[src/rtl/rtc_cal_pkg.sv]
package rtc_cal_pkg;

  localparam int RTC_YEAR_W    = 12;
  localparam int RTC_OFF_TSET  = 'h00;
  localparam int RTC_OFF_DSET  = 'h04;
  localparam int RTC_OFF_YEAR  = 'h08;
  localparam int RTC_OFF_CTIME = 'h10;
  localparam int RTC_OFF_CDATE = 'h14;
  localparam int RTC_BIT_HOLD  = 24;
  localparam int RTC_BIT_COMMIT = 25;

  typedef struct packed {
    logic [4:0] hr;
    logic [5:0] mi;
    logic [5:0] se;
  } rtc_time_t;

  typedef struct packed {
    logic [3:0] mo;
    logic [2:0] wd;
    logic [4:0] dy;
  } rtc_date_t;

  function automatic logic rtc_is_leap(input logic [15:0] y);
    return (((y % 16'd4) == 16'd0) && ((y % 16'd100) != 16'd0)) ||
           ((y % 16'd400) == 16'd0);
  endfunction

  function automatic logic [4:0] rtc_month_len(input logic [3:0] m, input logic leap);
    case (m)
      4'd2:                     return leap ? 5'd29 : 5'd28;
      4'd4, 4'd6, 4'd9, 4'd11:  return 5'd30;
      default:                  return 5'd31;
    endcase
  endfunction

  function automatic logic [2:0] rtc_next_wday(input logic [2:0] w);
    return (w >= 3'd7) ? 3'd1 : w + 3'd1;
  endfunction

  function automatic logic [31:0] rtc_pack_time(input rtc_time_t t);
    return {11'd0, t.hr, 2'd0, t.mi, 2'd0, t.se};
  endfunction

  function automatic logic [31:0] rtc_pack_cdate(input rtc_date_t d,
                                                 input logic [RTC_YEAR_W-1:0] y);
    return {4'd0, d.mo, d.wd, d.dy, 4'd0, y};
  endfunction

endpackage

[src/rtl/rtc_set_regs.sv]
module rtc_set_regs
  import rtc_cal_pkg::*;
#(
  parameter int ADDR_W     = 5,
  parameter int DATA_W     = 32,
  parameter int RESET_YEAR = 2000
) (
  input  logic                  clk,
  input  logic                  rst_n,
  input  logic [ADDR_W-1:0]     bus_addr,
  input  logic                  bus_we,
  input  logic [DATA_W-1:0]     bus_wdata,
  output rtc_time_t             tset_q,
  output rtc_date_t             dset_q,
  output logic [RTC_YEAR_W-1:0] year_q,
  output logic [1:0]            hold_q,
  output logic [1:0]            commit_q,
  output logic                  load_time,
  output logic                  load_date,
  output rtc_time_t             time_new,
  output rtc_date_t             date_new
);

  localparam int N_SET = 2;

  logic [N_SET-1:0] wr_sel;
  logic [N_SET-1:0] commit_edge;
  logic             wr_year;
  rtc_date_t        date_raw;

  assign wr_sel[0] = bus_we && (bus_addr == ADDR_W'(RTC_OFF_TSET));
  assign wr_sel[1] = bus_we && (bus_addr == ADDR_W'(RTC_OFF_DSET));
  assign wr_year   = bus_we && (bus_addr == ADDR_W'(RTC_OFF_YEAR));

  for (genvar g = 0; g < N_SET; g++) begin : g_ctrl
    logic hold_r, commit_r;
    always_ff @(posedge clk or negedge rst_n) begin
      if (!rst_n) begin
        hold_r   <= 1'b0;
        commit_r <= 1'b0;
      end else if (wr_sel[g]) begin
        hold_r   <= bus_wdata[RTC_BIT_HOLD];
        commit_r <= bus_wdata[RTC_BIT_COMMIT];
      end
    end
    assign hold_q[g]      = hold_r;
    assign commit_q[g]    = commit_r;
    assign commit_edge[g] = wr_sel[g] & bus_wdata[RTC_BIT_HOLD] &
                            bus_wdata[RTC_BIT_COMMIT] & ~commit_r;
  end

  assign load_time = commit_edge[0];
  assign load_date = commit_edge[1];

  assign time_new = '{hr: bus_wdata[20:16], mi: bus_wdata[13:8], se: bus_wdata[5:0]};
  assign date_raw = '{mo: bus_wdata[19:16], wd: bus_wdata[10:8], dy: bus_wdata[4:0]};

  always_comb begin
    date_new = date_raw;
    if (date_raw.wd == 3'd0) date_new.wd = 3'd7;
  end

  always_ff @(posedge clk or negedge rst_n) begin
    if (!rst_n) begin
      tset_q <= '0;
      dset_q <= '0;
      year_q <= RTC_YEAR_W'(RESET_YEAR);
    end else begin
      if (wr_sel[0]) tset_q <= time_new;
      if (wr_sel[1]) dset_q <= date_raw;
      if (wr_year)   year_q <= bus_wdata[RTC_YEAR_W-1:0];
    end
  end

  logic unused_wdata;
  assign unused_wdata = ^{bus_wdata[DATA_W-1:26], bus_wdata[23:21], bus_wdata[15:14]};

endmodule

[src/rtl/rtc_time_chain.sv]
module rtc_time_chain
  import rtc_cal_pkg::*;
(
  input  logic      clk,
  input  logic      rst_n,
  input  logic      advance,
  input  logic      load,
  input  rtc_time_t load_val,
  output rtc_time_t cur,
  output logic      hr_wrap
);

  logic sec_wrap, min_wrap;

  assign sec_wrap = cur.se >= 6'd59;
  assign min_wrap = sec_wrap && (cur.mi >= 6'd59);
  assign hr_wrap  = min_wrap && (cur.hr >= 5'd23);

  always_ff @(posedge clk or negedge rst_n) begin
    if (!rst_n) begin
      cur <= '0;
    end else if (load) begin
      cur <= load_val;
    end else if (advance) begin
      if (!sec_wrap) begin
        cur.se <= cur.se + 6'd1;
      end else begin
        cur.se <= 6'd0;
        if (!min_wrap) begin
          cur.mi <= cur.mi + 6'd1;
        end else begin
          cur.mi <= 6'd0;
          cur.hr <= hr_wrap ? 5'd0 : cur.hr + 5'd1;
        end
      end
    end
  end

endmodule

[src/rtl/rtc_date_chain.sv]
module rtc_date_chain
  import rtc_cal_pkg::*;
#(
  parameter int RESET_YEAR = 2000,
  parameter int RESET_WDAY = 6
) (
  input  logic                  clk,
  input  logic                  rst_n,
  input  logic                  step,
  input  logic                  load,
  input  rtc_date_t             load_val,
  input  logic [RTC_YEAR_W-1:0] load_year,
  output rtc_date_t             cur,
  output logic [RTC_YEAR_W-1:0] year
);

  logic       leap;
  logic [4:0] month_len;
  logic       day_wrap, mon_wrap;

  assign leap      = rtc_is_leap(16'(year));
  assign month_len = rtc_month_len(cur.mo, leap);
  assign day_wrap  = cur.dy >= month_len;
  assign mon_wrap  = day_wrap && (cur.mo >= 4'd12);

  always_ff @(posedge clk or negedge rst_n) begin
    if (!rst_n) begin
      cur  <= '{mo: 4'd1, wd: 3'(RESET_WDAY), dy: 5'd1};
      year <= RTC_YEAR_W'(RESET_YEAR);
    end else if (load) begin
      cur  <= load_val;
      year <= load_year;
    end else if (step) begin
      cur.wd <= rtc_next_wday(cur.wd);
      if (!day_wrap) begin
        cur.dy <= cur.dy + 5'd1;
      end else begin
        cur.dy <= 5'd1;
        if (mon_wrap) begin
          cur.mo <= 4'd1;
          year   <= year + 1'b1;
        end else begin
          cur.mo <= cur.mo + 4'd1;
        end
      end
    end
  end

endmodule

[src/rtl/rtc_calendar.sv]
module rtc_calendar
  import rtc_cal_pkg::*;
#(
  parameter int ADDR_W     = 5,
  parameter int DATA_W     = 32,
  parameter int RESET_YEAR = 2000,
  parameter int RESET_WDAY = 6
) (
  input  logic              clk,
  input  logic              rst_n,
  input  logic              tick_1s,
  input  logic [ADDR_W-1:0] bus_addr,
  input  logic              bus_we,
  input  logic [DATA_W-1:0] bus_wdata,
  output logic [DATA_W-1:0] bus_rdata
);

  rtc_time_t             tset_q, time_new, cur_time;
  rtc_date_t             dset_q, date_new, cur_date;
  logic [RTC_YEAR_W-1:0] year_q, cur_year;
  logic [1:0]            hold_q, commit_q;
  logic                  load_time, load_date, load_any;
  logic                  paused, advance, hr_wrap, day_carry;

  rtc_set_regs #(
    .ADDR_W(ADDR_W), .DATA_W(DATA_W), .RESET_YEAR(RESET_YEAR)
  ) u_set (
    .clk(clk), .rst_n(rst_n), .bus_addr(bus_addr), .bus_we(bus_we),
    .bus_wdata(bus_wdata), .tset_q(tset_q), .dset_q(dset_q), .year_q(year_q),
    .hold_q(hold_q), .commit_q(commit_q), .load_time(load_time),
    .load_date(load_date), .time_new(time_new), .date_new(date_new)
  );

  assign paused    = |hold_q;
  assign load_any  = load_time | load_date;
  assign advance   = tick_1s & ~paused & ~load_any;
  assign day_carry = advance & hr_wrap;

  rtc_time_chain u_time (
    .clk(clk), .rst_n(rst_n), .advance(advance), .load(load_time),
    .load_val(time_new), .cur(cur_time), .hr_wrap(hr_wrap)
  );

  rtc_date_chain #(
    .RESET_YEAR(RESET_YEAR), .RESET_WDAY(RESET_WDAY)
  ) u_date (
    .clk(clk), .rst_n(rst_n), .step(day_carry), .load(load_date),
    .load_val(date_new), .load_year(year_q), .cur(cur_date), .year(cur_year)
  );

  always_comb begin
    bus_rdata = '0;
    case (bus_addr)
      ADDR_W'(RTC_OFF_TSET):
        bus_rdata = DATA_W'({6'd0, commit_q[0], hold_q[0], 3'd0, tset_q.hr,
                             2'd0, tset_q.mi, 2'd0, tset_q.se});
      ADDR_W'(RTC_OFF_DSET):
        bus_rdata = DATA_W'({6'd0, commit_q[1], hold_q[1], 4'd0, dset_q.mo,
                             5'd0, dset_q.wd, 3'd0, dset_q.dy});
      ADDR_W'(RTC_OFF_YEAR):  bus_rdata = DATA_W'(year_q);
      ADDR_W'(RTC_OFF_CTIME): bus_rdata = DATA_W'(rtc_pack_time(cur_time));
      ADDR_W'(RTC_OFF_CDATE): bus_rdata = DATA_W'(rtc_pack_cdate(cur_date, cur_year));
      default:                bus_rdata = '0;
    endcase
  end

endmodule

[config.mk]
export PLATFORM = sky130hd
export DESIGN_NAME = rtc_calendar
export DESIGN_NICKNAME = d
export VERILOG_FILES = /design/src/rtl/rtc_cal_pkg.sv /design/src/rtl/rtc_set_regs.sv /design/src/rtl/rtc_time_chain.sv /design/src/rtl/rtc_date_chain.sv /design/src/rtl/rtc_calendar.sv
export SDC_FILE = /design/constraint.sdc
export NUM_CORES = 1
export LEC_CHECK = 0
export BUFFER_PORTS_ARGS = -buffer_cell sky130_fd_sc_hd__buf_2
export CAP_MARGIN = 20
export CORE_UTILIZATION = 54
export DETAILED_ROUTE_END_ITERATION = 7
export PLACE_DENSITY_LB_ADDON = 0.08
export SYNTH_ARGS = -nofsm -noshare
export SYNTH_HDL_FRONTEND = slang
export SYNTH_SLANG_ARGS = --single-unit
[constraint.sdc]
create_clock -name clk -period 4.2 [get_ports clk]
set_clock_uncertainty 0.15 [all_clocks]
set_input_delay 0.42 -clock clk [delete_from_list [all_inputs] [get_ports clk]]
set_output_delay 0.42 -clock clk [all_outputs]
set_load 0.02 [all_outputs]
# --- After elaboration in Yosys (flattened, before gate mapping) ---
# Cells that the tools add are included.
classes:
  addsub: 7
  div: 2
  n_lt_le_gt_ge: 6
  eq_ne: 9
  n_mux: 21
  n_bitwise: 14
  reduce_logical: 25
op_table:
  columns: ["operator", "count"]
  rows:
  - ["28-bit case mux with 5 select lines", 1]
  - ["12-bit two-way mux", 6]
  - ["17-bit two-way mux", 2]
  - ["16-bit zero test", 2]
  - ["12-bit by 7-bit remainder unit with 16-bit output, second input constant", 1]
  - ["12-bit by 9-bit remainder unit with 16-bit output, second input constant", 1]
  - ["16-bit nonzero test", 1]
  - ["5-bit two-way mux", 3]
  - ["12-bit by 1-bit adder with 12-bit output, second input constant", 1]
  - ["6-bit by 1-bit adder with 6-bit output, second input constant", 2]
  - ["6-bit >= comparator, second input constant", 2]
  - ["6-bit two-way mux", 2]
  - ["2-bit nonzero test", 6]
  - ["11-bit two-way mux", 1]
  - ["5-bit by 1-bit adder with 5-bit output, second input constant", 2]
  - ["5-bit equality test, second input constant", 2]
  - ["5-bit case mux with 2 select lines", 1]
  - ["1-bit AND", 9]
  - ["4-bit by 3-bit equality test with 1-bit output, second input constant", 2]
  - ["4-bit equality test, second input constant", 2]
  - ["4-bit two-way mux", 2]
  - ["1-bit logical AND", 7]
  - ["3-bit two-way mux", 2]
  - ["3-bit AND reduction", 2]
  - ["18 further kinds", 22]
totals:
  reg_bits: 86
  in_bits: 41
  out_inout_bits: 32
  wordCells: 102

# --- Depth between registers and ports, before layout ---
# Gate-level depths: netlist of the first run.
logic_depth:
  word_depth: 12
  depth_mapped: 23
  ltp_nobuf: 20

# --- Cells and area by module ---
# Synthesis of the first run repeated with hierarchy kept, for this count alone.
hier_totals:
  hier_cells: 717
  area_unflattened_um2: 6668.9
modules_own_cells:
  columns: ["module", "instances", "cells_each", "area_each_um2"]
  rows:
  - ["rtc_date_chain", 1, 354, 2715.1]
  - ["rtc_set_regs", 1, 135, 1993.2]
  - ["rtc_time_chain", 1, 127, 1113.6]
  - ["rtc_calendar", 1, 101, 847.1]

# --- Worst setup path after synthesis of the first run ---
# No wires, ideal clock.
synth_timing:
  kind: "flip-flop to flip-flop"
  startpoint: "register u_date.year[8]"
  endpoint: "register u_date.year[6]"
  setup_time_ns: 0.082
  arrival_ns: 4.347
  required_ns: 3.968
  path_slack_ns: -0.379
  path_stages_with_launch: 22
  n_path_buf: 2
  cell_sequence: "dfstp_2 -> buf_6 -> buf_2 -> nand4_1 -> a31oi_1 -> o21ai_2 -> or4_1 -> o31a_4 -> a211o_1 -> a32o_2 -> o221ai_1 -> nand3_1 -> o211ai_1 -> a21oi_1 -> ha_1 -> nand2b_1 -> a21oi_1 -> nor2_1 -> a21oi_2 -> a21oi_1 -> o21ai_0 -> a22oi_1"
synth_via:
  elab_chain_len: 10
synth_rtl:
  columns: ["item", "line_no", "source"]
  rows:
  - ["start, declared", "rtc_date_chain.sv:14", "output logic [RTC_YEAR_W-1:0] year"]
  - ["start signal, assigned", "rtc_date_chain.sv:29", "year <= RTC_YEAR_W'(RESET_YEAR);"]
  - ["start signal, assigned", "rtc_date_chain.sv:32", "year <= load_year;"]
  - ["start signal, assigned", "rtc_date_chain.sv:41", "year <= year + 1'b1;"]
  - ["12-bit by 7-bit remainder unit with 16-bit output", "rtc_cal_pkg.sv:25", "return (((y % 16'd4) == 16'd0) && ((y % 16'd100) != 16'd0)) ||"]
  - ["16-bit nonzero test", "rtc_cal_pkg.sv:25", null]
  - ["1-bit logical AND", "rtc_cal_pkg.sv:25", null]
  - ["1-bit logical OR (*)", "rtc_cal_pkg.sv:25", null]
  - ["1-bit two-way mux (*)", "rtc_cal_pkg.sv:31", "4'd2: return leap ? 5'd29 : 5'd28;"]
  - ["5-bit case mux with 2 select lines (*)", "rtc_cal_pkg.sv:30", "case (m)"]
  - ["5-bit >= comparator (*)", "rtc_date_chain.sv:23", "assign day_wrap = cur.dy >= month_len;"]
  - ["1-bit logical AND", "rtc_date_chain.sv:24", "assign mon_wrap = day_wrap && (cur.mo >= 4'd12);"]
  - ["2-bit nonzero test (no source line)", null, null]
  - ["3-bit AND reduction (no source line) (*)", null, null]
# Mark *: on every way between the ends. The rest lies on a longest branch, timed or not.
# A chain may end at the register's enable or synchronous reset.

# --- Final worst setup path of the first run ---
layout_timing:
  startpoint: "register u_date.year[10]"
  endpoint: "register u_date.year[5]"
# Same word-level chain as after synthesis.

==> results of run 1 <==
## Yosys cell counts (all sizes together) (4+ instances only)
master | instances | area (um2)
o211ai | 17 | 175
ha | 14 | 175
dfstp | 16 | 420
buf | 21 | 143
nor3 | 29 | 160
mux2i | 9 | 90.1
a22oi | 36 | 270
a22o | 4 | 35.0
o22a | 4 | 35.0
nand2 | 55 | 206
nor2 | 40 | 150
and2 | 7 | 43.8
a31oi | 10 | 68.8
a21o | 6 | 45.0
nor2b | 10 | 62.6
and3 | 11 | 68.8
clkbuf | 30 | 113
o21ai | 75 | 383
or3 | 8 | 50.1
a211oi | 4 | 30.0
a21oi | 42 | 218
nand3 | 32 | 160
xnor2 | 4 | 35.0
dfrtp | 70 | 1750
nand2b | 6 | 37.5
mux2 | 48 | 541
nor3b | 11 | 87.6
inv | 19 | 71.3
## flip-flops by register name (all words and copies together) (netlist names)
signal	count
u_set.g_ctrl.commit_r	2
u_set.year_q	12
u_set.dset_q	12
u_set.tset_q	17
u_date.cur	12
u_date.year	12
u_set.g_ctrl.hold_r	2
u_time.cur	17
## worst paths after layout
check	endpoint	slack [ps]
setup / recovery	u_date.year[5]	-410
hold / removal	u_set.year_q[6]	170
setup reg to reg	u_date.year[5]	-410
hold reg to reg	u_set.tset_q[6]	360
max in group asynchronous	u_date.year[10]	2850
min in group asynchronous	u_set.dset_q[9]	380
## report_power, final
part	switching [W]	total, W	internal [W]
sequential	0.000113	0.00107	0.000961
clock	0.000327	0.000744	0.000417
combinational	0.000147	0.000294	0.000147
total	0.000587	0.00211	0.00152
## per-stage QoR
step                      hold WS, ps  std cells  setup TNS [ps]
after floorplan                 -25.6        702           -2290
after global placement            337        923           -4520
after detailed placement          343        923           -7210
after CTS                         167        951           -6110
after global routing              172        959          -11040
final                             167        959           -6660
## metal layers
metal	GRT usage [%]	wire length, um	up-vias
met5	0	0	-
met4	15.7	621	0
met3	2.81	841	42
met2	56.5	9420	229
met1	42.2	7920	3028
li1	-	-	2829
## cell families after synthesis
family | count (synthesis) | share of synthesized area [%]
simple gates | 233 | 19.8
compound gates | 230 | 25.5
flops | 86 | 35.2
buf+inv | 70 | 5.30
mux | 57 | 10.2
fa+ha+maj | 15 | 3.01
xor+xnor | 5 | 0.833
other cells | 1 | 0.0609
## cell type report
| class | instances | area, um2 |
|---|---|---|
| Multi-Input combinational cell | 546 | 3880 |
| Inverter | 19 | 71.3 |
| Clock buffer | 13 | 250 |
| Clock inverter | 3 | 20.0 |
| Sequential cell | 86 | 2170 |
| Fill cell | 872 | 3300 |
| Tap cell | 140 | 175 |
| Timing Repair Buffer | 152 | 1110 |
## repair_timing
item,CTS,global route
gates cloned,1,0
endpoints found under the hold margin,0,25
setup endpoints to repair,21,21
setup buffers,12,7
pin swaps,17,12
hold buffers,0,1
resized for setup,39,22
==> impl_metrics.tcl, run 1 <==
set metrics [dict create \
    status "complete, but fails checks" \
    violations "negative setup slack" \
    initial_core_util_pct 56.1 \
    io_pins 73 \
    synthArstFlopShare_pct 100 \
    wirelength_um 18800 \
    path_buf_inv 3 \
    r2r_cells 21 \
    grt_pass1_wl_um 29800 \
    fin_area_um2 7680 \
    avgSynthCellArea_um2 8.84 \
    hold_violations 0 \
    start_kind "flop" \
    coreArea_um2 11000 \
    clock_latency_ps 350 \
    cap_violations 0 \
    r2r-start "u_date.year[10]" \
    syn_to_final_growth_pct 24.7 \
    synth_edf_count 0 \
    place_hpwl_um 13500 \
    routabilityCongestion 0.903 \
    drt_iter0_drc 567 \
    clockBufferDepth 2 \
    ys_ff_latch 86 \
    cts_buffers 9 \
    drv_slew 0 \
    clock-sinks 86 \
    timing.final.crit_share_pct 110 \
    cp.required_ps 4270 \
    groute.usage.overall_pct 33.0 \
    antenna_found_initial 0 \
    setup_violations 21 \
    period_needed_ps 4610 \
    hold_start "bus_wdata[6]" \
    n_antenna_cell 0 \
    worst_slew_pin_slew_ps 730 \
    ys.warnings.count 0 \
    overflow 0 \
    clk_pin_slew_ps 60 \
    setup_slack_ps -405 \
    grt_max_degree 87 \
    vdd_drop_max_uv 280 \
    crit_start "u_date.year[10]" \
    die_y_um 109 \
    layout_commonest_cell "buf_4" \
    die_w_um 109 \
    path_cells "buf_4 -> buf_4 -> o31a_1 -> o21ai_2 -> or4_4 -> o31a_4 -> a211o_1 -> a32o_2 -> a21o_1 -> o211ai_2 -> o211ai_1 -> a21oi_1 -> ha_1 -> nand2b_4 -> a21oi_4 -> nor2_4 -> a21oi_4 -> a21o_4 -> buf_12 -> a21oi_2 -> o22a_1" \
    yosysSeqAreaShare_pct 35.2 \
    end_kind "flop" \
    critical_path_cell_count 21 \
    detail-route-antenna-nets 0 \
    cp_slowest_stage_delay_ps 580 \
    final_util_pct 70.0 \
    critPathArrivalTime_ps 4680 \
    crit_type "reg -> reg" \
    viasPerCell 6.39 \
    slew_headroom_pct 51.3 \
    fin_nets 869 \
    grt_pass1_vias 5864 \
    crit_fanout 8 \
    holdPathStages 2 \
    synthDistinctLibCells 79 \
    rsz0062_at_grt "true" \
    power_density_nw_per_um2 275 \
    vias 6128 \
    final_cell_mix "buf_4, dfrtp_1, nand2_1, buf_2, mux2_2" \
    synth-main-ff-cell "dfrtp_1" \
    htreeDepth 3 \
    routedWlPerCell_um 19.6 \
    hold_class "in -> reg" \
    crit_family "compound AO/OA/AOI/OAI gates" \
    syn_inst 697 \
    cpMaxStageDelayCell "dfstp_2" \
    cts_tree "yes" \
    io_buffers 55 \
    fp-row-count 38 \
    fp.dieArea_um2 11800 \
    drcViolationCount 0 \
    drive_gt1_share_pct 34.8 \
    clock.fmax_mhz 217 \
    cts_root_buffer "clkbuf_16" \
    netlist_area_um2 6160 \
    total_power_w 0.00211 \
    dpl_cell_area_um2 7030 \
    first_pass_iters 6 \
    dp_slack_ps -476 \
    leakagePower_nw 3.31 \
]
No activity file was read; power rests on OpenSTA's default activity.
==> run 2, diff against run 1 <==
--- a/config.mk
+++ b/config.mk
@@ -7,9 +7,11 @@
 export LEC_CHECK = 0
 export BUFFER_PORTS_ARGS = -buffer_cell sky130_fd_sc_hd__buf_2
 export CAP_MARGIN = 20
+export CORE_MARGIN = 4
 export CORE_UTILIZATION = 54
 export DETAILED_ROUTE_END_ITERATION = 7
 export PLACE_DENSITY_LB_ADDON = 0.08
+export RECOVER_POWER = 50
 export SYNTH_ARGS = -nofsm -noshare
 export SYNTH_HDL_FRONTEND = slang
 export SYNTH_SLANG_ARGS = --single-unit
==> impl_metrics.tcl, run 2 (same netlist as run 1, synthesis figures left out) <==
set metrics [dict create \
    fin_setup_tns_ps -7380 \
    wirelength_um 19000 \
    path_cells "buf_4 -> and2b_1 -> o22a_1 -> o21a_1 -> or4_1 -> o31a_4 -> a211o_1 -> a32o_2 -> and4b_1 -> o21ai_1 -> o211ai_1 -> a21oi_1 -> ha_1 -> nand2b_4 -> a21oi_4 -> nor2_4 -> buf_4 -> or3_1 -> o21ai_1 -> o21ai_1" \
    crit_top_cell "o21ai_1" \
    cap_violations 1 \
    n_antenna_cell 0 \
    clock-sinks 86 \
    cts_buffers 9 \
    power_density_nw_per_um2 287 \
    layout_commonest_cell "buf_4" \
    io_buffers 55 \
    die_y_um 115 \
    io_pins 73 \
    clock.fmax_mhz 216 \
    setup_slack_ps -434 \
    groute.usage.overall_pct 28.8 \
    syn_to_final_growth_pct 26.5 \
    fin_nets 879 \
    period_needed_ps 4630 \
    crit_start "u_date.year[6]" \
    fp-row-count 38 \
    coreArea_um2 11000 \
    initial_core_util_pct 56.1 \
    leakagePower_nw 3.36 \
    crit_fanout 8 \
    r2r_cells 20 \
    fp.dieArea_um2 13200 \
    hold_violations 0 \
    start_kind "flop" \
    grt_pass1_wl_um 30400 \
    slew_headroom_pct -53.8 \
    cp_slowest_stage_delay_ps 580 \
    path_buf_inv 2 \
    htreeDepth 3 \
    cp.required_ps 4310 \
    clock_latency_ps 340 \
    worst_slew_pin_slew_ps 2310 \
    rsz0062_at_grt "true" \
    status "complete, but fails checks" \
    drv_slew 44 \
    hold_start "bus_wdata[12]" \
    holdPathStages 2 \
    crit_family "compound AO/OA/AOI/OAI gates" \
    cts_root_buffer "clkbuf_16" \
    violations "max-capacitance violations, max-slew violations, negative setup slack" \
    vdd_drop_max_uv 244 \
    cpMaxStageDelayCell "dfstp_2" \
    setup_violations 21 \
    viasPerCell 6.38 \
    grt_pass1_vias 6146 \
    die_w_um 115 \
    min_to "u_set.tset_q[10]" \
    routedWlPerCell_um 19.6 \
    clk_pin_slew_ps 60 \
    first_pass_iters 5 \
    largestRegisters "u_set.tset_q (17), u_time.cur (17)" \
    place_hpwl_um 13300 \
    overflow 0 \
    r2r_end "u_date.cur[0]" \
    routabilityCongestion 0.888 \
    hold_class "in -> reg" \
    dp_slack_ps -493 \
    timing.final.crit_share_pct 110 \
    detail-route-antenna-nets 0 \
    grt_max_degree 45 \
    cts_tree "yes" \
    drt_iter0_drc 489 \
    final_cell_mix "buf_4, dfrtp_1, buf_2" \
    clockBufferDepth 2 \
    reg2reg_slack_ps -430 \
    drcViolationCount 0 \
    end_kind "flop" \
    crit_type "reg -> reg" \
    r2r-start "u_date.year[6]" \
    antenna_found_initial 0 \
    drive_gt1_share_pct 36.6 \
    vias 6186 \
    critPathArrivalTime_ps 4740 \
]
run 2: per-layer routing:
metal / share of wire, % / up-vias / global-route usage, %
met2: 50 / 250 / 48.3
met3: 5.6 / 50 / 3.21
li1: - / 2847 / -
met1: 41 / 3039 / 37.2
met4: 3.6 / 0 / 13.8
met5: 0 / - / 0
run 2: repair_timing:
action	in CTS	in global routing
buffers inserted	18	9
endpoints found under the setup margin	21	21
gates cloned	0	1
pin swaps	16	31
resized for setup	28	47
endpoints found under the hold margin	32	0
hold buffers	1	0
run 2: worst max path at each step:
stage                     slack [ps]              to  depth (start not counted)
after global routing            -680  u_date.cur[11]                         24
after global placement          -360  u_date.year[3]                         22
after floorplan                 -240  u_date.year[0]                         22
final                           -430   u_date.cur[0]                         20
after CTS                       -360   u_date.cur[0]                         20
after detailed placement        -490  u_date.year[2]                         20
run 2: per-stage QoR:
stage | hold slack [ps] | utilization [%] | std cells | cell area (um2) | power (W)
5_1_grt | 180 | 71.0 | 969 | 7790 | 0.00233
3_5_place_dp | 294 | 64.0 | 924 | 7030 | 0.00137
6_report | 179 | 71.0 | 969 | 7790 | 0.00224
4_1_cts | 175 | 68.9 | 959 | 7570 | 0.00224
3_3_place_gp | 285 | 64.0 | 924 | 7030 | 0.00135
2_1_floorplan | -25.6 | - | 702 | 6230 | 0.00125
run 2: layout make-up:
type | count | area [um2]
multi-input combinational | 546 | 3910
tap | 140 | 175
fill | 829 | 3190
timing repair buffer | 162 | 1140
clock buffer | 11 | 243
inverter | 19 | 71.3
sequential | 86 | 2170
clock inverter | 5 | 82.6
run 2: worst register-to-register path, stage by stage, from the launching register on:
cell	delay (ps)
dfstp_2	580
buf_4	130
and2b_1	180
o22a_1	200
o21a_1	190
or4_1	510
o31a_4	160
a211o_1	260
a32o_2	320
and4b_1	200
o21ai_1	120
o211ai_1	120
a21oi_1	160
ha_1	240
nand2b_4	150
a21oi_4	160
nor2_4	70
buf_4	150
or3_1	360
o21ai_1	80
o21ai_1	70
run 2: power breakdown:
group	internal, W	switching (W)
Sequential	0.000961	0.000111
Combinational	0.000144	0.000148
Clock	0.000539	0.000333
